**src/rtl/sirq_pkg.sv**
```systemverilog
package sirq_pkg;
  typedef enum logic [1:0] {
    SEL_LOAD  = 2'd0,
    SEL_LATCH = 2'd1,
    SEL_OFF   = 2'd2,
    SEL_ON    = 2'd3
  } wr_sel_e;
endpackage

```
**src/rtl/sirq_line_qual.sv**
```systemverilog
module sirq_line_qual #(
  parameter int LINE_W   = 9,
  parameter int LAST_VIS = 239
) (
  input  logic              line_stb_i,
  input  logic [LINE_W-1:0] line_num_i,
  input  logic              render_on_i,
  input  logic              enable_i,
  input  logic              pending_i,
  input  logic              wr_en_i,
  output logic              tick_o,
  output logic              tick_first_o
);
  localparam logic [LINE_W-1:0] LastLine = LINE_W'(LAST_VIS);

  logic visible;

  always_comb begin
    visible      = (line_num_i <= LastLine);
    tick_o       = line_stb_i && visible && render_on_i && enable_i &&
                   !pending_i && !wr_en_i;
    tick_first_o = tick_o && (line_num_i == '0);
  end
endmodule

```
**src/rtl/sirq_count_core.sv**
```systemverilog
module sirq_count_core
  import sirq_pkg::*;
#(
  parameter int CNT_W = 8
) (
  input  logic             clk,
  input  logic             rst_n,
  input  logic             wr_en_i,
  input  wr_sel_e          wr_sel_i,
  input  logic [CNT_W-1:0] wr_data_i,
  input  logic             tick_i,
  input  logic             tick_first_i,
  output logic             fire_o
);
  logic [CNT_W-1:0] cnt_q, cnt_d;
  logic [CNT_W-1:0] lat_q, lat_d;
  logic [CNT_W-1:0] pre_cnt;
  logic             cnt_ce, lat_ce;

  always_comb begin
    cnt_d   = cnt_q;
    lat_d   = lat_q;
    cnt_ce  = 1'b0;
    lat_ce  = 1'b0;
    fire_o  = 1'b0;
    pre_cnt = (tick_first_i && cnt_q != '0) ? cnt_q - 1'b1 : cnt_q;
    if (wr_en_i) begin
      if (wr_sel_i == SEL_LOAD) begin
        cnt_d  = wr_data_i;
        cnt_ce = 1'b1;
      end
      if (wr_sel_i == SEL_LATCH) begin
        lat_d  = wr_data_i;
        lat_ce = 1'b1;
      end
    end else if (tick_i) begin
      cnt_ce = 1'b1;
      if (pre_cnt == '0) begin
        fire_o = 1'b1;
        cnt_d  = lat_q;
      end else begin
        cnt_d  = pre_cnt - 1'b1;
      end
    end
  end

  always_ff @(posedge clk or negedge rst_n) begin
    if (!rst_n) begin
      cnt_q <= '0;
      lat_q <= '0;
    end else begin
      if (cnt_ce) cnt_q <= cnt_d;
      if (lat_ce) lat_q <= lat_d;
    end
  end


  freeze_chk: assert property (@(posedge clk) disable iff (!rst_n)
    (!tick_i && !(wr_en_i && wr_sel_i == SEL_LOAD)) |=> $stable(cnt_q));


  latch_hold_chk: assert property (@(posedge clk) disable iff (!rst_n)
    !(wr_en_i && wr_sel_i == SEL_LATCH) |=> $stable(lat_q));


  first_line_chk: assert property (@(posedge clk) disable iff (!rst_n)
    (tick_first_i && cnt_q > CNT_W'(1)) |=> (cnt_q == $past(cnt_q) - CNT_W'(2)));
endmodule

```
**src/rtl/sirq_irq_ctl.sv**
```systemverilog
module sirq_irq_ctl
  import sirq_pkg::*;
(
  input  logic    clk,
  input  logic    rst_n,
  input  logic    wr_en_i,
  input  wr_sel_e wr_sel_i,
  input  logic    fire_i,
  output logic    enable_o,
  output logic    pending_o,
  output logic    irq_o
);
  logic en_q, en_d;
  logic pend_q, pend_d;
  logic irq_q, irq_d;

  always_comb begin
    en_d   = en_q;
    pend_d = pend_q;
    irq_d  = irq_q;
    if (wr_en_i) begin
      pend_d = 1'b0;
      if (wr_sel_i == SEL_OFF) begin
        en_d  = 1'b0;
        irq_d = 1'b0;
      end
      if (wr_sel_i == SEL_ON) begin
        en_d = 1'b1;
      end
    end else if (fire_i) begin
      pend_d = 1'b1;
      irq_d  = 1'b1;
    end
  end

  always_ff @(posedge clk or negedge rst_n) begin
    if (!rst_n) begin
      en_q   <= 1'b0;
      pend_q <= 1'b0;
      irq_q  <= 1'b0;
    end else begin
      en_q   <= en_d;
      pend_q <= pend_d;
      irq_q  <= irq_d;
    end
  end

  assign enable_o  = en_q;
  assign pending_o = pend_q;
  assign irq_o     = irq_q;


  off_clears_chk: assert property (@(posedge clk) disable iff (!rst_n)
    (wr_en_i && wr_sel_i == SEL_OFF) |=> (!irq_q && !en_q && !pend_q));


  on_keeps_irq_chk: assert property (@(posedge clk) disable iff (!rst_n)
    (wr_en_i && wr_sel_i == SEL_ON && irq_q) |=> (irq_q && en_q));


  irq_rise_chk: assert property (@(posedge clk) disable iff (!rst_n)
    $rose(irq_q) |-> $past(fire_i));


  write_clears_pend_chk: assert property (@(posedge clk) disable iff (!rst_n)
    wr_en_i |=> !pend_q);


  irq_hold_chk: assert property (@(posedge clk) disable iff (!rst_n)
    (irq_q && !(wr_en_i && wr_sel_i == SEL_OFF)) |=> irq_q);
endmodule

```
**src/rtl/scanline_irq_counter.sv**
```systemverilog
module scanline_irq_counter
  import sirq_pkg::*;
#(
  parameter int CNT_W    = 8,
  parameter int LINE_W   = 9,
  parameter int LAST_VIS = 239
) (
  input  logic              clk,
  input  logic              rst_n,
  input  logic              wr_en_i,
  input  logic [1:0]        wr_sel_i,
  input  logic [CNT_W-1:0]  wr_data_i,
  input  logic              line_stb_i,
  input  logic [LINE_W-1:0] line_num_i,
  input  logic              render_on_i,
  output logic              irq_o
);
  wr_sel_e sel;
  logic    tick, tick_first, fire;
  logic    enable, pending;

  assign sel = wr_sel_e'(wr_sel_i);

  sirq_line_qual #(.LINE_W(LINE_W), .LAST_VIS(LAST_VIS)) u_qual (
    .line_stb_i   (line_stb_i),
    .line_num_i   (line_num_i),
    .render_on_i  (render_on_i),
    .enable_i     (enable),
    .pending_i    (pending),
    .wr_en_i      (wr_en_i),
    .tick_o       (tick),
    .tick_first_o (tick_first)
  );

  sirq_count_core #(.CNT_W(CNT_W)) u_core (
    .clk          (clk),
    .rst_n        (rst_n),
    .wr_en_i      (wr_en_i),
    .wr_sel_i     (sel),
    .wr_data_i    (wr_data_i),
    .tick_i       (tick),
    .tick_first_i (tick_first),
    .fire_o       (fire)
  );

  sirq_irq_ctl u_ctl (
    .clk       (clk),
    .rst_n     (rst_n),
    .wr_en_i   (wr_en_i),
    .wr_sel_i  (sel),
    .fire_i    (fire),
    .enable_o  (enable),
    .pending_o (pending),
    .irq_o     (irq_o)
  );


  no_tick_offscreen_chk: assert property (@(posedge clk) disable iff (!rst_n)
    (line_stb_i && (line_num_i > LINE_W'(LAST_VIS) || !render_on_i)) |-> !fire);


  reset_low_chk: assert property (@(posedge clk)
    !rst_n |=> !irq_o);
endmodule

```
**config.mk**
```make
export PLATFORM = sky130hd
export DESIGN_NAME = scanline_irq_counter
export DESIGN_NICKNAME = d
export VERILOG_FILES = /design/src/rtl/sirq_pkg.sv /design/src/rtl/sirq_line_qual.sv /design/src/rtl/sirq_count_core.sv /design/src/rtl/sirq_irq_ctl.sv /design/src/rtl/scanline_irq_counter.sv
export SDC_FILE = /design/constraint.sdc
export NUM_CORES = 1
export LEC_CHECK = 0
export ABC_AREA = 0
export BUFFER_PORTS_ARGS = -buffer_cell sky130_fd_sc_hd__buf_2
export CAP_MARGIN = 20
export CORE_MARGIN = 2
export CORE_UTILIZATION = 55
export DETAILED_ROUTE_END_ITERATION = 10
export PLACE_DENSITY = 0.77
export SETUP_SLACK_MARGIN = 0.15
export SYNTH_ARGS = -nofsm -noshare
export SYNTH_HDL_FRONTEND = slang
export SYNTH_SLANG_ARGS = --single-unit
```
**constraint.sdc**
```tcl
create_clock -name clk -period 4 [get_ports clk]
set_input_delay 0.2 -clock clk [delete_from_list [all_inputs] [get_ports clk]]
set_output_delay 0.2 -clock clk [all_outputs]
set_load 0.02 [all_outputs]
```
* Yosys cells after proc, flatten, opt, wreduce, memory -nomap -nowiden *
Index checks and enable logic that the tools add are counted.

operators by class
  add/subtract/negate cells = 2
  $lt $le $gt $ge = 1
  equal/unequal tests = 5
  mux-type cells = 18
  reductions and logical operators = 20

operators by type and width
  kind                 count
  $mux 8               5
  $sub 8x1->8 const B  2
  $mux 1               13
  $le 9x8->1 const B   1
  $logic_not 9->1      1
  $logic_not 8->1      1
  $reduce_bool 8->1    1
  $logic_and 1x1->1    7
  $reduce_and 3->1     2
  $reduce_bool 2->1    3
  $eq 2x2->1 const B   2
  $ne 2x1->1 const B   2
  $reduce_and 2->1     2
  $eq 2x1->1 const B   1
  $logic_not 1->1      2
  $logic_not 2->1      1

storage, ports and cells
  register bits = 19
  bits of input ports = 24
  word-level logic and storage cells = 51

* Longest topological paths before layout *
  word-level depth = 15
  gate-level depth with buffers = 13
  mapped depth without buffers = 13

* Cells and area by module *
From an unflattened synthesis, not the netlist that was laid out.

second synthesis, totals
  cells, all modules = 160
  area, all modules = 1450.1 um2

by module, submodules not included
  module           instances  cells each  area an instance (um2)  seq. area each (um2)
  sirq_count_core  1          144         1277.5                  400.4
  sirq_irq_ctl     1          9           121.4                   75.1
  sirq_line_qual   1          7           51.3                    0.0

* Worst setup path before layout *
Ideal clock, no wire load.

  path kind = reg-to-reg
  start = reg u_core.cnt_q[0]
  end = reg u_core.cnt_q[4]
  setup time = 0.128 ns
  data arrival time = 2.657 ns
  data required time = 3.872 ns
  setup slack = 1.215 ns
  cell stages (with the launch flop) = 14
  path buffers = 2
  period minus slack after synthesis = 2.785 ns
  cells stage by stage = dfrtp_1 -> inv_1 -> ha_1 -> or3b_2 -> nor2b_1 -> nor2_1 -> mux2_2 -> ha_1 -> a21boi_2 -> and3_1 -> buf_6 -> buf_12 -> a31oi_1 -> o31ai_1

between the ends
  longest elaborated chain between the ends = 7
  elaborated cells between the ends (all ways) = 9

ends and longest elaborated chain
  element                                                RTL line                                      text
  start: declaration                                     sirq_count_core.sv:15                         logic [CNT_W-1:0] cnt_q, cnt_d;
  start signal: assignment                               sirq_count_core.sv:52                         if (cnt_ce) cnt_q <= cnt_d;
  branches (longest 2 deep; another with $sub 8x1->8)    n/a
  $mux 8 *                                               sirq_count_core.sv:26                         pre_cnt = (tick_first_i && cnt_q != '0) ? cnt_q - 1'b1 : cnt_q;
  $sub 8x1->8 / $logic_not 8->1 (equally long branches)  sirq_count_core.sv:42, sirq_count_core.sv:38
  $mux 8 *                                               sirq_count_core.sv:38                         if (pre_cnt == '0) begin
  $mux 8 *                                               sirq_count_core.sv:36                         end else if (tick_i) begin
  $mux 8 *                                               sirq_count_core.sv:27                         if (wr_en_i) begin

Every way passes the cells marked *. The select of a mux whose other input is x is not followed.
A chain may end at the register's enable or synchronous reset.

* Final worst setup path *
  start = reg u_core.cnt_q[0]
  end = reg u_core.cnt_q[2]

Same word-level chain as after synthesis.

==> flow_results.xml <==
<?xml version="1.0" encoding="UTF-8"?>
<metrics>
  <group name="run_status">
    <metric name="outcome" unit="">completed</metric>
  </group>
  <group name="clock_network">
    <metric name="root_buffer" unit="">clkbuf_4</metric>
    <metric name="clock_path_buffers" unit="">2</metric>
    <metric name="post-cts-setup-buffer-count" unit="">0</metric>
    <metric name="cts-htree-levels" unit="">1</metric>
    <metric name="path_clk_slew" unit="ns">0.10</metric>
    <metric name="tritoncts_clock_tree" unit="">built</metric>
    <metric name="cts_buffer_count" unit="">3</metric>
    <metric name="clock_sinks" unit="">19</metric>
    <metric name="clock_insertion_delay_worst_skew" unit="ns">0.30</metric>
  </group>
  <group name="routing">
    <metric name="met2WireLength" unit="microns">1470</metric>
    <metric name="routed_met1_length" unit="microns">1290</metric>
    <metric name="totalWireLength" unit="microns">2880</metric>
    <metric name="vias_per_cell" unit="">5.95</metric>
    <metric name="antenna_violating_nets_post_route" unit="">0</metric>
    <metric name="detailroute.via_count" unit="">1154</metric>
    <metric name="avgRoutedWirePerCell" unit="microns">14.8</metric>
    <metric name="initialDrtViolationCount" unit="">40</metric>
    <metric name="detail_route.first_pass.iterations" unit="">4</metric>
    <metric name="maxUsedRoutingLayer" unit="">met4</metric>
    <metric name="routed-wl-met3" unit="microns">95</metric>
    <metric name="remaining_drc_errors" unit="">0</metric>
  </group>
  <group name="yosys">
    <metric name="synth-edff-count" unit="">0</metric>
    <metric name="ys_seq_area_share" unit="%">35.6</metric>
    <metric name="synth_top_cells_by_area" unit="">dfrtp_1 (36%), mux2_2 (8.4%), xnor2_1 (4.6%)</metric>
    <metric name="ys.flop_type" unit="">dfrtp_1</metric>
    <metric name="synth-async-reset-ratio" unit="%">100</metric>
    <metric name="synth_cell_type_count" unit="">36</metric>
    <metric name="synth_common_cells" unit="">dfrtp_1 (19), nand2_1 (12), mux2_2 (10), o21ai_0 (10), a21oi_1 (9)</metric>
    <metric name="most_common_cell_in_the_netlist" unit="">dfrtp_1</metric>
    <metric name="synthesis.area" unit="sq mm">0.00134</metric>
    <metric name="ys_ff_latch" unit="">19</metric>
    <metric name="syn-instance-count" unit="">145</metric>
    <metric name="mappedNetlistNets" unit="">173</metric>
    <metric name="synthDominantAreaCellType" unit="">dfrtp_1</metric>
    <metric name="yosys_warnings" unit="">0</metric>
    <metric name="mean_post_synth_cell_area" unit="sq um">9.21</metric>
    <metric name="synth_largest_type_area_fraction" unit="%">35.6</metric>
  </group>
  <group name="global_routing">
    <metric name="global_route.usage.total" unit="%">23.8</metric>
    <metric name="grt_pass1_wl" unit="microns">4770</metric>
    <metric name="grt_antenna_before_repair" unit="">0</metric>
    <metric name="first_global_vias" unit="">1076</metric>
    <metric name="globalRouteOverflowTotal" unit="">0</metric>
    <metric name="grt_start_max_net_pins" unit="">20</metric>
  </group>
  <group name="sta">
    <metric name="maxClockFrequency" unit="GHz">0.323</metric>
    <metric name="maxSlewViolCount" unit="">0</metric>
    <metric name="setup_repair_after_global_routing_missed_its_margin" unit="">false</metric>
    <metric name="worst_slew_pin_slew" unit="ns">1.01</metric>
    <metric name="finalCritPeriodShare" unit="%">77.5</metric>
    <metric name="least_setup_slack_across_all_paths_after_layout" unit="ns">0.900</metric>
    <metric name="maxSlewHeadroom" unit="%">32.0</metric>
    <metric name="clock_skew" unit="ns">0.00316</metric>
    <metric name="post-route-min-period" unit="ns">3.10</metric>
    <metric name="setup_tns" unit="ns">0</metric>
    <metric name="setup-violations-final" unit="">0</metric>
    <metric name="hold_fails_final_rpt" unit="">0</metric>
  </group>
  <group name="floorplan">
    <metric name="ioPinCount" unit="">25</metric>
    <metric name="die_height" unit="microns">53.3</metric>
    <metric name="floorplan.rows" unit="">17</metric>
    <metric name="initial_standard_cell_utilization_of_the_core" unit="%">59.2</metric>
    <metric name="die_area" unit="sq mm">0.00284</metric>
    <metric name="core_region_area" unit="sq mm">0.00225</metric>
    <metric name="die_w" unit="microns">53.3</metric>
  </group>
  <group name="place">
    <metric name="dp_hpwl" unit="microns">2170</metric>
    <metric name="placement.io_buffers" unit="">24</metric>
    <metric name="dpl_worst_slack" unit="ns">0.921</metric>
    <metric name="routability_cong" unit="">0.815</metric>
  </group>
  <group name="min_path">
    <metric name="hp-class" unit="">in2reg</metric>
  </group>
  <group name="critical_path">
    <metric name="sort_of_element_at_the_start_of_the_critical_path" unit="">flip-flop</metric>
    <metric name="worst_setup_path_type" unit="">reg2reg</metric>
    <metric name="cpPeakStageDelay" unit="ns">0.51</metric>
    <metric name="timing.critical_path.arrival" unit="ns">3.27</metric>
    <metric name="crit_required" unit="ns">4.17</metric>
    <metric name="worst_path_most_repeated_cell" unit="">ha_1</metric>
    <metric name="slowest_stage" unit="">and3_1</metric>
    <metric name="worst_setup_path_end_kind" unit="">flip-flop</metric>
    <metric name="crit_path_max_fanout" unit="">12</metric>
    <metric name="critical_path.cell_chain" unit="">inv_1 -&gt; ha_1 -&gt; or3b_2 -&gt; nor2b_1 -&gt; nor2_1 -&gt; xnor2_1 -&gt; ha_1 -&gt; a21boi_2 -&gt; and3_1 -&gt; mux2i_1 -&gt; a21oi_1</metric>
  </group>
  <group name="power">
    <metric name="p_leak" unit="uW">0.000613</metric>
    <metric name="power.density" unit="mW/mm^2">357</metric>
    <metric name="peakVddDrop" unit="mV">0.275</metric>
    <metric name="report.power.total" unit="uW">521</metric>
  </group>
  <group name="final_layout">
    <metric name="finish.net_count" unit="">195</metric>
    <metric name="area_growth_syn_to_layout" unit="%">9.37</metric>
    <metric name="insertedDiodeCount" unit="">0</metric>
    <metric name="multi_input_area" unit="sq um">774</metric>
    <metric name="final_layout_size_suffix_gt1_share" unit="%">25.3</metric>
    <metric name="n_fill_cell" unit="">201</metric>
    <metric name="seq_area" unit="sq um">475</metric>
  </group>
  <group name="flow_run">
    <metric name="max-cap-violations" unit="">0</metric>
  </group>
</metrics>
-- final cells by class --
class                           count  area share (%)
Inverter                            5            1.29
Tap cell                           28            2.40
Multi-Input combinational cell    113            53.0
Timing Repair Buffer               25            8.91
Clock buffer                        4            1.80
Sequential cell                    19            32.6
-- layer usage --
metal | vias to the layer above | GRT usage (%)
li1 | 566 | -
met1 | 559 | 29.9
met2 | 27 | 42.6
met3 | 2 | 2.54
met4 | 0 | 6.84
met5 | - | 0
-- critical path: cells and delay by family (launching register included) --
kind            cells  cell delay [ns]
compound gates      2             0.24
xor+xnor            1             0.26
fa+ha+maj           2             0.33
buf+inv             1             0.10
flops               1             0.44
mux                 1             0.24
simple gates        4             1.35
-- worst paths after layout --
kind	start	to	slack, ns	cells after the start
max	u_core.cnt_q[0]	u_core.cnt_q[2]	0.90	11
max reg2reg	u_core.cnt_q[0]	u_core.cnt_q[2]	0.90	11
max in group asynchronous	rst_n	u_core.lat_q[5]	3.35	2
min	wr_data_i[0]	u_core.lat_q[0]	0.14	2
min reg2reg	u_core.lat_q[5]	u_core.cnt_q[5]	0.52	2
min in group asynchronous	rst_n	u_ctl.enable_o	0.35	2
-- registers in the layout (all words and copies together), names as in the netlist --
register and flops:
u_ctl.pending_o 1, u_ctl.irq_o 1, u_core.cnt_q 8, u_core.lat_q 8, u_ctl.enable_o 1
-- cell usage in the layout, fill, tap and decap left out, types with 2 or more instances in the layout --
cell type,n
nor3_1,5
and3_1,2
mux2i_1,5
o31ai_1,3
nand3_1,3
dfrtp_1,19
a21oi_1,9
clkbuf_4,3
mux2_2,10
ha_1,4
xnor2_1,7
or3_1,2
nand2_1,12
inv_1,5
nand2b_1,3
nand4_1,2
o21ai_1,3
nor2_1,8
xor2_1,3
nand3b_1,4
o21ai_0,10
buf_2,24
a31oi_1,5
nor4_1,4
-- cell families after synthesis --
| logic type | count (synthesis) | synth area share (%) |
|---|---|---|
| and+or+nand+nor | 50 | 20.5 |
| AOI/OAI and AO/OA | 34 | 15.0 |
| DFF | 19 | 35.6 |
| muxes | 15 | 12.2 |
| buffers and inverters | 13 | 6.37 |
| xor gates and xnor gates | 10 | 6.56 |
| adders and majority gates | 4 | 3.75 |
-- stage by stage --
step                hold slack, ns  cells  utilization, %  area, sq um
floorplan                  -0.0956    145               -         1340
global placement             0.152    189            63.2         1420
detailed placement           0.154    189            63.2         1420
CTS                          0.148    194            64.8         1460
global route                 0.151    194            64.8         1460
finish                       0.144    194            64.8         1460
-- power by group --
part	total (uW)	switching, uW	internal, uW
Combinational	156	77.1	78.9
Sequential	269	42.0	227
Clock	96.0	57.1	38.9
Total	521	176	345
-- repair_timing --
action                                 in CTS  in global routing
endpoints found under the hold margin      19                  0
hold buffers                                1                  0
gates resized for setup                     0                  0
No activity file was read; power rests on OpenSTA's default activity.
